### config.mk
export PLATFORM = sky130hd
export DESIGN_NAME = sig_desc_packer
export DESIGN_NICKNAME = d
export VERILOG_FILES = /design/src/rtl/sdp_pkg.sv /design/src/rtl/sdp_field_pack.sv /design/src/rtl/sdp_desc_store.sv /design/src/rtl/sdp_word_mux.sv /design/src/rtl/sig_desc_packer.sv
export SDC_FILE = /design/constraint.sdc
export NUM_CORES = 1
export LEC_CHECK = 0
export BUFFER_PORTS_ARGS = -buffer_cell sky130_fd_sc_hd__buf_2
export CORE_MARGIN = 5
export CORE_UTILIZATION = 35
export CTS_BUF_LIST = sky130_fd_sc_hd__clkbuf_2
export CTS_CLUSTER_SIZE = 28
export DETAILED_ROUTE_END_ITERATION = 8
export PLACE_DENSITY_LB_ADDON = 0.08
export REMOVE_ABC_BUFFERS = 1
export SYNTH_ARGS = -nofsm -noshare
export SYNTH_HDL_FRONTEND = slang
export SYNTH_HIERARCHICAL = 1
export SYNTH_SLANG_ARGS = --single-unit
export TNS_END_PERCENT = 50
### constraint.sdc
create_clock -name clk -period 4.4 [get_ports clk]
set_clock_uncertainty 0.1 [all_clocks]
set_input_delay 0.66 -clock clk [delete_from_list [all_inputs] [get_ports clk]]
set_output_delay 0.66 -clock clk [all_outputs]
set_load 0.01 [all_outputs]
### src/rtl/sdp_pkg.sv
package sdp_pkg;
  localparam int WORD_W    = 32;
  localparam int NUM_WORDS = 6;
  localparam int ADDR_W    = 3;
  localparam int BUS_W     = WORD_W + 1;

  typedef logic [WORD_W-1:0] word_t;
  typedef logic [NUM_WORDS-1:0][WORD_W-1:0] desc_t;
endpackage

### src/rtl/sdp_field_pack.sv
module sdp_field_pack
  import sdp_pkg::*;
#(
  parameter int TOA_W  = 36,
  parameter int PW_W   = 13,
  parameter int FREQ_W = 12,
  parameter int AMP_W  = 8,
  parameter int DIR_W  = 10,
  parameter int FLAG_W = 4,
  parameter int BIT_W  = 4
) (
  input  logic [TOA_W-1:0]  toa,
  input  logic [PW_W-1:0]   pw,
  input  logic [FREQ_W-1:0] freq,
  input  logic [FREQ_W-1:0] freq_lead,
  input  logic [FREQ_W-1:0] freq_trail,
  input  logic [AMP_W-1:0]  amp,
  input  logic [DIR_W-1:0]  dir,
  input  logic [FLAG_W-1:0] intra_flags,
  input  logic [BIT_W-1:0]  bite_bits,
  output desc_t             desc_nxt
);
  localparam int TOA_HI = TOA_W - WORD_W;

  always_comb begin
    desc_nxt    = '0;
    desc_nxt[0] = toa[WORD_W-1:0];
    desc_nxt[1] = WORD_W'(toa[TOA_W-1:WORD_W]) | (WORD_W'(pw) << TOA_HI);
    desc_nxt[2] = WORD_W'(freq) | (WORD_W'(freq_lead) << FREQ_W);
    desc_nxt[3] = WORD_W'(freq_trail) | (WORD_W'(amp) << FREQ_W);
    desc_nxt[4] = WORD_W'(dir);
    desc_nxt[5] = WORD_W'(intra_flags) | (WORD_W'(bite_bits) << FLAG_W);
  end
endmodule

### src/rtl/sdp_desc_store.sv
module sdp_desc_store
  import sdp_pkg::*;
#(
  parameter int INH_W = 4
) (
  input  logic             clk,
  input  logic             rst_n,
  input  logic             capture_stb,
  input  logic [INH_W-1:0] inhibit_flags,
  input  desc_t            desc_nxt,
  output desc_t            desc_q
);
  logic take;
  assign take = capture_stb & ~(|inhibit_flags);

  for (genvar gi = 0; gi < NUM_WORDS; gi++) begin : g_word
    always_ff @(posedge clk) begin
      if (!rst_n)    desc_q[gi] <= '0;
      else if (take) desc_q[gi] <= desc_nxt[gi];
    end
  end
endmodule

### src/rtl/sdp_word_mux.sv
module sdp_word_mux
  import sdp_pkg::*;
(
  input  logic              clk,
  input  logic              rst_n,
  input  desc_t             desc_q,
  input  logic              present,
  input  logic              word_clk,
  input  logic [ADDR_W-1:0] word_addr,
  input  logic              end_xfer,
  output logic [BUS_W-1:0]  word_out,
  output logic              out_valid
);
  word_t sel;
  logic  emit, clear;

  always_comb begin
    sel = '0;
    for (int i = 0; i < NUM_WORDS; i++)
      if (word_addr == ADDR_W'(i)) sel = desc_q[i];
  end

  assign emit  = present & word_clk & ~end_xfer;
  assign clear = ~present | end_xfer;

  always_ff @(posedge clk) begin
    if (!rst_n) begin
      word_out  <= '0;
      out_valid <= 1'b0;
    end else begin
      out_valid <= emit;
      if (clear)     word_out <= '0;
      else if (emit) word_out <= {^sel, sel};
    end
  end
endmodule

### src/rtl/sig_desc_packer.sv
module sig_desc_packer
  import sdp_pkg::*;
#(
  parameter int TOA_W  = 36,
  parameter int PW_W   = 13,
  parameter int FREQ_W = 12,
  parameter int AMP_W  = 8,
  parameter int DIR_W  = 10,
  parameter int FLAG_W = 4,
  parameter int BIT_W  = 4
) (
  input  logic              clk,
  input  logic              rst_n,
  input  logic              capture_stb,
  input  logic              flag_pop,
  input  logic              flag_pocw,
  input  logic              flag_dir_bad,
  input  logic              flag_width_bad,
  input  logic [TOA_W-1:0]  toa,
  input  logic [PW_W-1:0]   pw,
  input  logic [FREQ_W-1:0] freq,
  input  logic [FREQ_W-1:0] freq_lead,
  input  logic [FREQ_W-1:0] freq_trail,
  input  logic [AMP_W-1:0]  amp,
  input  logic [DIR_W-1:0]  dir,
  input  logic [FLAG_W-1:0] intra_flags,
  input  logic [BIT_W-1:0]  bite_bits,
  input  logic              present,
  input  logic              word_clk,
  input  logic [ADDR_W-1:0] word_addr,
  input  logic              end_xfer,
  output logic [BUS_W-1:0]  word_out,
  output logic              out_valid
);
  desc_t desc_nxt, desc_q;

  sdp_field_pack #(
    .TOA_W(TOA_W), .PW_W(PW_W), .FREQ_W(FREQ_W), .AMP_W(AMP_W),
    .DIR_W(DIR_W), .FLAG_W(FLAG_W), .BIT_W(BIT_W)
  ) u_pack (
    .toa(toa), .pw(pw), .freq(freq), .freq_lead(freq_lead),
    .freq_trail(freq_trail), .amp(amp), .dir(dir),
    .intra_flags(intra_flags), .bite_bits(bite_bits), .desc_nxt(desc_nxt)
  );

  sdp_desc_store #(.INH_W(4)) u_store (
    .clk(clk), .rst_n(rst_n), .capture_stb(capture_stb),
    .inhibit_flags({flag_pop, flag_pocw, flag_dir_bad, flag_width_bad}),
    .desc_nxt(desc_nxt), .desc_q(desc_q)
  );

  sdp_word_mux u_mux (
    .clk(clk), .rst_n(rst_n), .desc_q(desc_q), .present(present),
    .word_clk(word_clk), .word_addr(word_addr), .end_xfer(end_xfer),
    .word_out(word_out), .out_valid(out_valid)
  );
endmodule

# [Word level (Yosys, flattened, before mapping)]
# Cells that the tools add are included.
[op_classes] n_eq_ne=5 n_bitwise=12 mux=6 reduce_logical=4
[op_table] operator="32-bit 2-to-1 mux" n=6
[op_table] operator="32-bit parity" n=1
[op_table] operator="12-bit by 24-bit bitwise OR with 24-bit output" n=1
[op_table] operator="12-bit by 20-bit bitwise OR with 20-bit output" n=1
[op_table] operator="4-bit by 17-bit bitwise OR with 17-bit output" n=1
[op_table] operator="4-bit by 8-bit bitwise OR with 8-bit output" n=1
[op_table] operator="3-bit by 2-bit equality test with 1-bit output (second input constant)" n=2
[op_table] operator="3-bit equality test (second input constant)" n=2
[op_table] operator="1-bit NOT" n=4
[op_table] operator="4-bit OR reduction" n=1
[op_table] operator="1-bit bitwise AND" n=3
[op_table] operator="3-bit by 1-bit equality test with 1-bit output (second input constant)" n=1
[op_table] operator="3-bit logical NOT" n=1
[op_table] operator="2-bit OR reduction" n=1
[op_table] operator="1-bit bitwise OR" n=1
[totals] elab_cells=35 input_bits=124 reg_bits=204 output_inout_bits=34

# [Logic depth before layout (Yosys ltp)]
# Gate-level depths: netlist of the first run.
[logic_depth] depth_word=8 depth_mapped=14 mapped_depth_nobuf=8

# [By module]
# Netlist of the first run, hierarchy kept.
[modules_own_cells] module="sdp_desc_store" area_each_um2=7614.8 cells_per_inst=834 seq_area_each_um2=3843.7 instances=1
[modules_own_cells] module="sdp_word_mux" area_each_um2=3105.5 cells_per_inst=334 seq_area_each_um2=680.7 instances=1
[modules_own_cells] module="sdp_field_pack" area_each_um2=1445.1 cells_per_inst=193 seq_area_each_um2=0.0 instances=1

# [Worst setup path after synthesis of the first run]
# OpenSTA, ideal clock, no wires.
[synth_path] path_kind="input to register" start="input word_addr[0]" end="register u_mux.word_out[32]" required_time_ns=4.181 path_slack_ns=1.032 arrival_ns=3.149 setup_time_ns=0.119 cell_stages=9 n_path_buf=1 path_cell_list="buf_6 -> mux2_4 -> a222oi_1 -> xor2_1 -> xnor3_1 -> xnor3_2 -> xnor3_1 -> xnor3_1 -> o221a_1"
[synth_via] elab_chain_len=8 elab_cells_between_ends=13 cone_classes="eq/ne (5); mux (6); reduce/logical (2)"
[synth_rtl] element="start, declared" line_no="sig_desc_packer.sv:30" rtl="input logic [ADDR_W-1:0] word_addr,"
[synth_rtl] element="3-bit logical NOT" line_no="sdp_word_mux.sv:20" rtl="if (word_addr == ADDR_W'(i)) sel = desc_q[i];"
[synth_rtl] element="32-bit 2-to-1 mux (5 in a row)" line_no="sdp_word_mux.sv:20"
[synth_rtl] element="32-bit 2-to-1 mux *" line_no="sdp_word_mux.sv:20"
[synth_rtl] element="32-bit parity *" line_no="sdp_word_mux.sv:33" rtl="else if (emit) word_out <= {^sel, sel};"
[synth_rtl] element="end signal, assigned" line_no="sdp_word_mux.sv:33"
[synth_rtl] element="end, declared" line_no="sdp_word_mux.sv:11" rtl="output logic [BUS_W-1:0] word_out,"
# Mark *: on every way between the ends. The rest lies on a longest branch, timed or not.
# A chain may end at the register's enable or synchronous reset.

# [Worst setup path after layout of the first run]
# Ends and elaborated chain as after synthesis.

==> impl_metrics.toml, run 1 <==
[synthesis]
synth_top_cell_by_area = "dfxtp_1"
synth_compound_area_share_pct = 6.08
synthXorXnorAreaFrac_pct = 2.91
yosysWarnings = 6
synth.avg_cell_area_um2 = 8.94
synth_edf_count = 0
synthArstFlopShare_pct = 0
ys_types = 38
netlist_area_um2 = 12200
synthAdderAreaFrac_pct = 0
netlist_top_cells_area = "dfxtp_1, mux2i_1, buf_4"
synthMuxAreaShare_pct = 23.8
synth-simple-area-share_pct = 13.5
ys.flop_type = "dfxtp_1"
synthCells = 1361
yosysSeqAreaShare_pct = 37.2
synth.ff_latch_count = 226
synth_top_family_by_area = "multiplexers"
synth_top_area_share_pct = 37.2

[status]
outcome = "completed"

[cells_and_area]
multiInputGateArea_um2 = 5940
final_cell_mix = "nand2_1, dfxtp_1, mux2i_1, buf_2, dlygate4sd3_1"
fin_area_um2 = 13800
fillers = 3555
syn_to_final_growth_pct = 13.2
ff_latch_area_um2 = 4520
final_common_cell = "nand2_1"
nets = 1635
drive_above_1_share_pct = 21.4

[die]
core-area_um2 = 34500
initial_core_util_pct = 35.3
die_w_um = 196
dieArea_um2 = 38600
pin_count = 158
rows = 68
dieHeight_um = 196

[sta]
hold_violations = 0
finalMaxSlewViolations = 0
timing.final.crit_period_ns = 3.11
fmax_ghz = 0.321
worst_slew_pin_slew_ns = 0.765
rsz0062_at_grt = "no"
period_share_pct = 70.7
tns_ns = 0
finalSetupViolations = 0
slew_headroom_pct = 49.0

[critical_path]
worst_ep_required_time_ns = 4.94
critPathMostFrequentCell = "xnor3_1"
r2r_end = "u_mux/word_out[32]"
reg2regPathDepth = 8
cp_slowest_stage_delay_ns = 0.47
reg2reg_slack_ns = 1.30
path_max_fanout = 50
worst-setup-path-type = "in2reg"
slowest_stage = "a222oi_1"
crit_path_end_kind = "register"
arrival_ns = 3.65
startpoint_type = "primary input"
r2r-start = "u_store/desc_q[29]"
critical_path.cell_chain = "buf_4 -> buf_12 -> mux2_2 -> a222oi_1 -> xnor2_1 -> xnor3_1 -> xnor2_1 -> xnor3_1 -> xnor3_1 -> o221a_1"

[routing]
dr_total_vias = 8806
drt_iter0_drc = 388
ant_nets = 0
wl_per_cell_um = 15.0
wl_mm = 30.1
first_pass_iters = 5
drc = 0
via_per_inst = 4.39

[power]
p_leak_nw = 5.63
power_density_nw_per_um2 = 305
vdd_drop_max_uv = 131

[run]
cap_violations = 0

[placement]
place_congestion = 0.727
io_buffers = 157
placed_cell_area_um2 = 12100
hpwl_mm = 18.7

[global_routing]
grt.total_usage_pct = 15.3
grt_pass1_wl_mm = 48.5
antenna_found_initial = 1
grt_overflow = 0
grt_start_max_net_pins = 119
grt_pass1_vias = 9024

[clock_tree]
htreeDepth = 3
cts_max_path_buffers = 3
cts.sinks = 226
insertion_delay_ns = 0.82
cts_buffers = 68
cts_setup_buffers = 0
cts_resized = 0
ctsRootBufferMaster = "clkbuf_2"
clk_pin_slew_ns = 0.08
cts_tree = "built"

[min_path]
hold_class = "in2reg"
hp-start = "toa[24]"
hold_depth = 3
hold_end = "u_store/desc_q[24]"
-- worst max-delay path by stage --
stage / startpoint / to / slack [ns] / depth (start not counted)
3_3_place_gp: word_addr[0] / u_mux/word_out[32] / 0.59 / 10
5_1_grt: u_store/desc_q[29] / u_mux/word_out[32] / 1.17 / 8
6_report: word_addr[0] / u_mux/word_out[32] / 1.29 / 10
3_5_place_dp: word_addr[0] / u_mux/word_out[32] / 0.48 / 10
4_1_cts: u_store/desc_q[29] / u_mux/word_out[32] / 1.29 / 8
2_1_floorplan: flag_pop / u_store/desc_q[0] / -12.39 / 2
-- state kept, by name (all words and copies together) (netlist names) --
name             count
u_mux/word_out      33
u_mux/out_valid      1
u_store/desc_q     192
-- area by class of cell --
cell class / count / share of cell area [%]
Clock inverter: 10 / 0.845
Inverter: 3 / 0.0818
Antenna cell: 1 / 0.0182
Multi-Input combinational cell: 926 / 43.2
Clock buffer: 97 / 3.53
Timing Repair Buffer: 286 / 15.4
Sequential cell: 226 / 32.9
Tap cell: 455 / 4.13
-- cells by family after synthesis --
logic type,Yosys count
other,1
XOR/XNOR,30
buffers and inverters,289
flip-flops,226
multiplexers,274
AO/OA/AOI/OAI,121
AND/OR/NAND/NOR,420
-- metal layers --
metal  wire, um  vias up  track usage (%)  share of wire (%)
met5          0        -                0                  0
met4        492        0             4.84                1.6
met3       1360       43             3.11                4.5
met2      13600      181             24.4                 45
met1      14700     3982             20.9                 49
li1           -     4600                -                  -
-- per-stage QoR --
step	util (%)	hold WS (ns)	cells	setup slack (ns)	power (mW)
2_1_floorplan	-	0.331	1155	-12.39	2.34
3_3_place_gp	35.0	0.339	1786	0.589	2.52
3_5_place_dp	35.0	0.345	1786	0.475	2.52
4_1_cts	40.0	0.0158	2003	1.29	4.31
5_1_grt	40.0	0.0446	2004	1.17	4.45
6_report	40.0	0.131	2004	1.29	4.19
-- cells in the mapped netlist (2+ instances only) --
library cell and n:
o2bb2ai_1 6, nand2_1 385, mux2_4 2, and3b_1 2, nor2_1 15, a211oi_1 3
nor2b_1 4, nand3_1 4, xnor2_1 19, clkbuf_1 51, buf_2 9, a22oi_1 3
buf_4 195, dfxtp_1 226, mux2i_1 224, buf_6 25, mux2_2 38, xor2_1 4
a222oi_1 14, buf_1 6, inv_1 3, mux2_1 3, xnor3_1 5, a21oi_1 40
o21ai_0 44, a32o_1 2, nor3b_1 3, nand2b_1 3, mux4_2 7, o22ai_1 8
-- critical path, delay by kind of cell --
kind / cells / cell delay [ns]
AOI/OAI and AO/OA: 2 / 0.67
xor gates and xnor gates: 5 / 1.34
buffers and inverters: 2 / 0.54
muxes: 1 / 0.37
-- where the power goes --
group	switching (mW)	leakage, nW	total, mW	internal, mW
Clock	0.898	0.459	1.65	0.750
Sequential	0.0191	1.83	2.09	2.08
Combinational	0.233	3.34	0.451	0.218
Total	1.15	5.63	4.19	3.04
-- what timing repair did --
item                       4_1_cts  5_1_grt
hold endpoints to repair       110        0
setup endpoints to repair        0        0
hold buffers                   110        0
No activity file was read; power rests on OpenSTA's default activity.
==> run 2: changes to the inputs <==
- ABC_AREA: default -> 1
- clock period: 4.4 -> 3 ns (I/O delays scaled with it)
==> run 2 against run 1 <==
Effect of this change: utilization up 1.9 points; design area up 31%; count of clock-buffer cells in the layout unchanged; combinational power up 150%; sequential cell count unchanged; routed wire length up 51%; global-route usage up 3.8 points; clock power up 41%; critical path depth down 1; critical path type unchanged; register-to-register slack worse by 0.45 ns; synthesized cell count up 91%; total power up 56%.
==> impl_metrics.toml, run 2 <==
[status]
outcome = "completed"

[clock_tree]
insertion_delay_ns = 0.93
clk_pin_slew_ns = 0.08
ctsRootBufferMaster = "clkbuf_2"
cts.sinks = 226
cts_buffers = 72
cts_tree = "built"
htreeDepth = 3
cts_resized = 0
cts_max_path_buffers = 3

[synthesis]
yosysSeqAreaShare_pct = 29.6
synth_top_area_share_pct = 29.6
synth.avg_cell_area_um2 = 5.87
netlist_area_um2 = 15300
synthArstFlopShare_pct = 0
yosysMostFrequentCell = "nand2_1"
synthCells = 2599
ys.flop_type = "dfxtp_1"
synth.ff_latch_count = 226
yosysWarnings = 6
ys_types = 28
synth.top_cells.by_count = "nand2_1, inv_1, nor2_1, nand4_1, dfxtp_1"
synth_edf_count = 0
synth_top_cell_by_area = "dfxtp_1"
netlist_top_cells_area = "dfxtp_1, nand2_1, inv_1"

[critical_path]
critical_path.cell_chain = "dlygate4sd3_1 -> buf_6 -> buf_12 -> nand4_1 -> dlygate4sd3_1 -> nand2_1 -> dlygate4sd3_1 -> nor2_1 -> dlygate4sd3_1"
cp_slowest_stage_delay_ns = 0.61
worst_ep_required_time_ns = 3.71
startpoint_type = "primary input"
worst-setup-path-type = "in2reg"
arrival_ns = 3.50
critPathMostFrequentCell = "dlygate4sd3_1"
path_buf_inv = 6
path_max_fanout = 128
cpLargestDelayFamily = "buffers and inverters"
slowest_stage = "dlygate4sd3_1"
crit_path_end_kind = "register"

[cells_and_area]
largest-register = "u_store/desc_q"
syn_to_final_growth_pct = 18.1
nets = 2945
biggestRegsByFlops = "u_store/desc_q (192), u_mux/word_out (33), u_mux/out_valid (1)"
final_cells = 3451
final_cell_mix = "nand2_1, inv_1, nor2_1, nand4_1, dfxtp_1"
largest_reg_flops = 192
final_common_cell = "nand2_1"
fin_area_um2 = 18000
drive_above_1_share_pct = 11.3

[sta]
worst_slew_pin_slew_ns = 0.763
tns_ns = 0
finalSetupViolations = 0
period_share_pct = 93.2
fin_ws_ns = 0.204
finalMaxSlewViolations = 0
timing.final.crit_period_ns = 2.80
slew_headroom_pct = 49.1
rsz0062_at_grt = "no"
fmax_ghz = 0.358
hold_violations = 0

[die]
dieHeight_um = 219
die_w_um = 219
dieArea_um2 = 47900
rows = 76
pin_count = 158
initial_core_util_pct = 35.4
core-area_um2 = 43100

[placement]
dp.cells = 3126
placed_cell_area_um2 = 15400
place_congestion = 0.776
hpwl_mm = 27.7
io_buffers = 157
place_ws_ns = 0.0585

[routing]
drc = 0
via_per_inst = 4.29
wl_mm = 45.5
ant_nets = 0
drt_iter0_drc = 785
dr_total_vias = 14800
first_pass_iters = 6
wl_per_cell_um = 13.2

[global_routing]
grt_start_max_net_pins = 129
grt_pass1_wl_mm = 74.1
grt.total_usage_pct = 19.1
grt_overflow = 0
antenna_found_initial = 1
grt_pass1_vias = 14500

[power]
power_mw = 6.54
seqPwrFrac_pct = 47.4
internal_power_mw = 4.39
p_leak_nw = 9.51
power_frac_comb_pct = 17.1
clock_power_share_pct = 35.5
swShare_pct = 32.9
power_switching_mw = 2.15
vdd_drop_max_uv = 214
power_density_nw_per_um2 = 363

[min_path]
hold_class = "in2reg"

[run]
cap_violations = 0
[run 2: changes by cell type after synthesis, moves of 14 or more]
| cell | before | now |
|---|---|---|
| inv_1 | 3 | 681 |
| xnor2_1 | 19 | 0 |
| nand2_1 | 385 | 689 |
| nor2_1 | 15 | 285 |
| o211ai_1 | 0 | 29 |
| buf_2 | 9 | 62 |
| mux2_2 | 38 | 0 |
| a21oi_1 | 40 | 15 |
| a222oi_1 | 14 | 0 |
| nand4_1 | 0 | 243 |
| o21ai_0 | 44 | 10 |
| mux2i_1 | 224 | 0 |
| nand3_1 | 4 | 57 |
[run 2: path summary, 6_finish.rpt]
check / startpoint / cells after the start / endpoint / slack (ns)
setup / recovery: capture_stb / 9 / u_store/desc_q[112] / 0.20
hold / removal: flag_width_bad / 6 / u_store/desc_q[184] / 0.13
setup reg to reg: u_store/desc_q[27] / 18 / u_mux/word_out[32] / 0.85
hold reg to reg: u_mux/word_out[24] / 2 / u_mux/word_out[24] / 0.40
[run 2: area by class of cell]
type                    count  area, um^2
repair buffers            401        3280
flip-flops and latches    226        4520
well taps                 585         732
clock buffers              97         485
multi-input cells        1433        6340
clock inverters            20        76.3
diodes                      2        5.00
fillers                  4700       25100
inverters                 687        2580
[run 2: kinds of logic (layout without fill, tap and decap cells)]
| logic type | count (synthesis) | count (layout) | share of synthesized area [%] |
|---|---|---|---|
| AO/OA/AOI/OAI | 55 | 55 | 2.30 |
| AND/OR/NAND/NOR | 1297 | 1297 | 36.9 |
| other | 1 | 83 | 0.0246 |
| flip-flops | 226 | 226 | 29.6 |
| buffers and inverters | 1020 | 1205 | 31.1 |
[run 2: tightest hold or removal path: stages]
cell and delay [ns]:
buf_2 0.10, nor2_4 0.05, buf_12 0.19, nand4_1 0.14
nand2_1 0.05, nor2_1 0.07
[run 2: routing by layer]
layer,track usage (%),wire (um),part of all wire (%),vias to the layer above
li1,-,-,-,7871
met1,25.6,22200,49,6562
met2,31.4,20200,44,303
met3,3.26,2220,4.9,63
met4,6.20,884,1.9,0
met5,0,0,0,-
[run 2: timing repair]
| action | 4_1_cts | 5_1_grt |
|---|---|---|
| setup buffers | 0 | 0 |
| hold buffers | 206 | 0 |
| hold endpoints to repair | 200 | 0 |
[run 2: power groups by stage]
| stage | combinational [mW] | clock (mW) | sequential [mW] |
|---|---|---|---|
| global placement | 0.916 | 0 | 3.17 |
| finish | 1.12 | 2.32 | 3.10 |
| global route | 1.27 | 2.63 | 3.11 |
| floorplan | 0.523 | 0 | 3.16 |
| detailed placement | 0.924 | 0 | 3.17 |
| CTS | 1.12 | 2.48 | 3.10 |
[run 2: metrics by stage]
step / hold slack [ns] / utilization [%]
after floorplan: 0.381 / -
after global placement: 0.379 / 35.7
after detailed placement: 0.382 / 35.7
after CTS: 0.0142 / 41.8
after global routing: 0.0830 / 41.8
final: 0.127 / 41.8
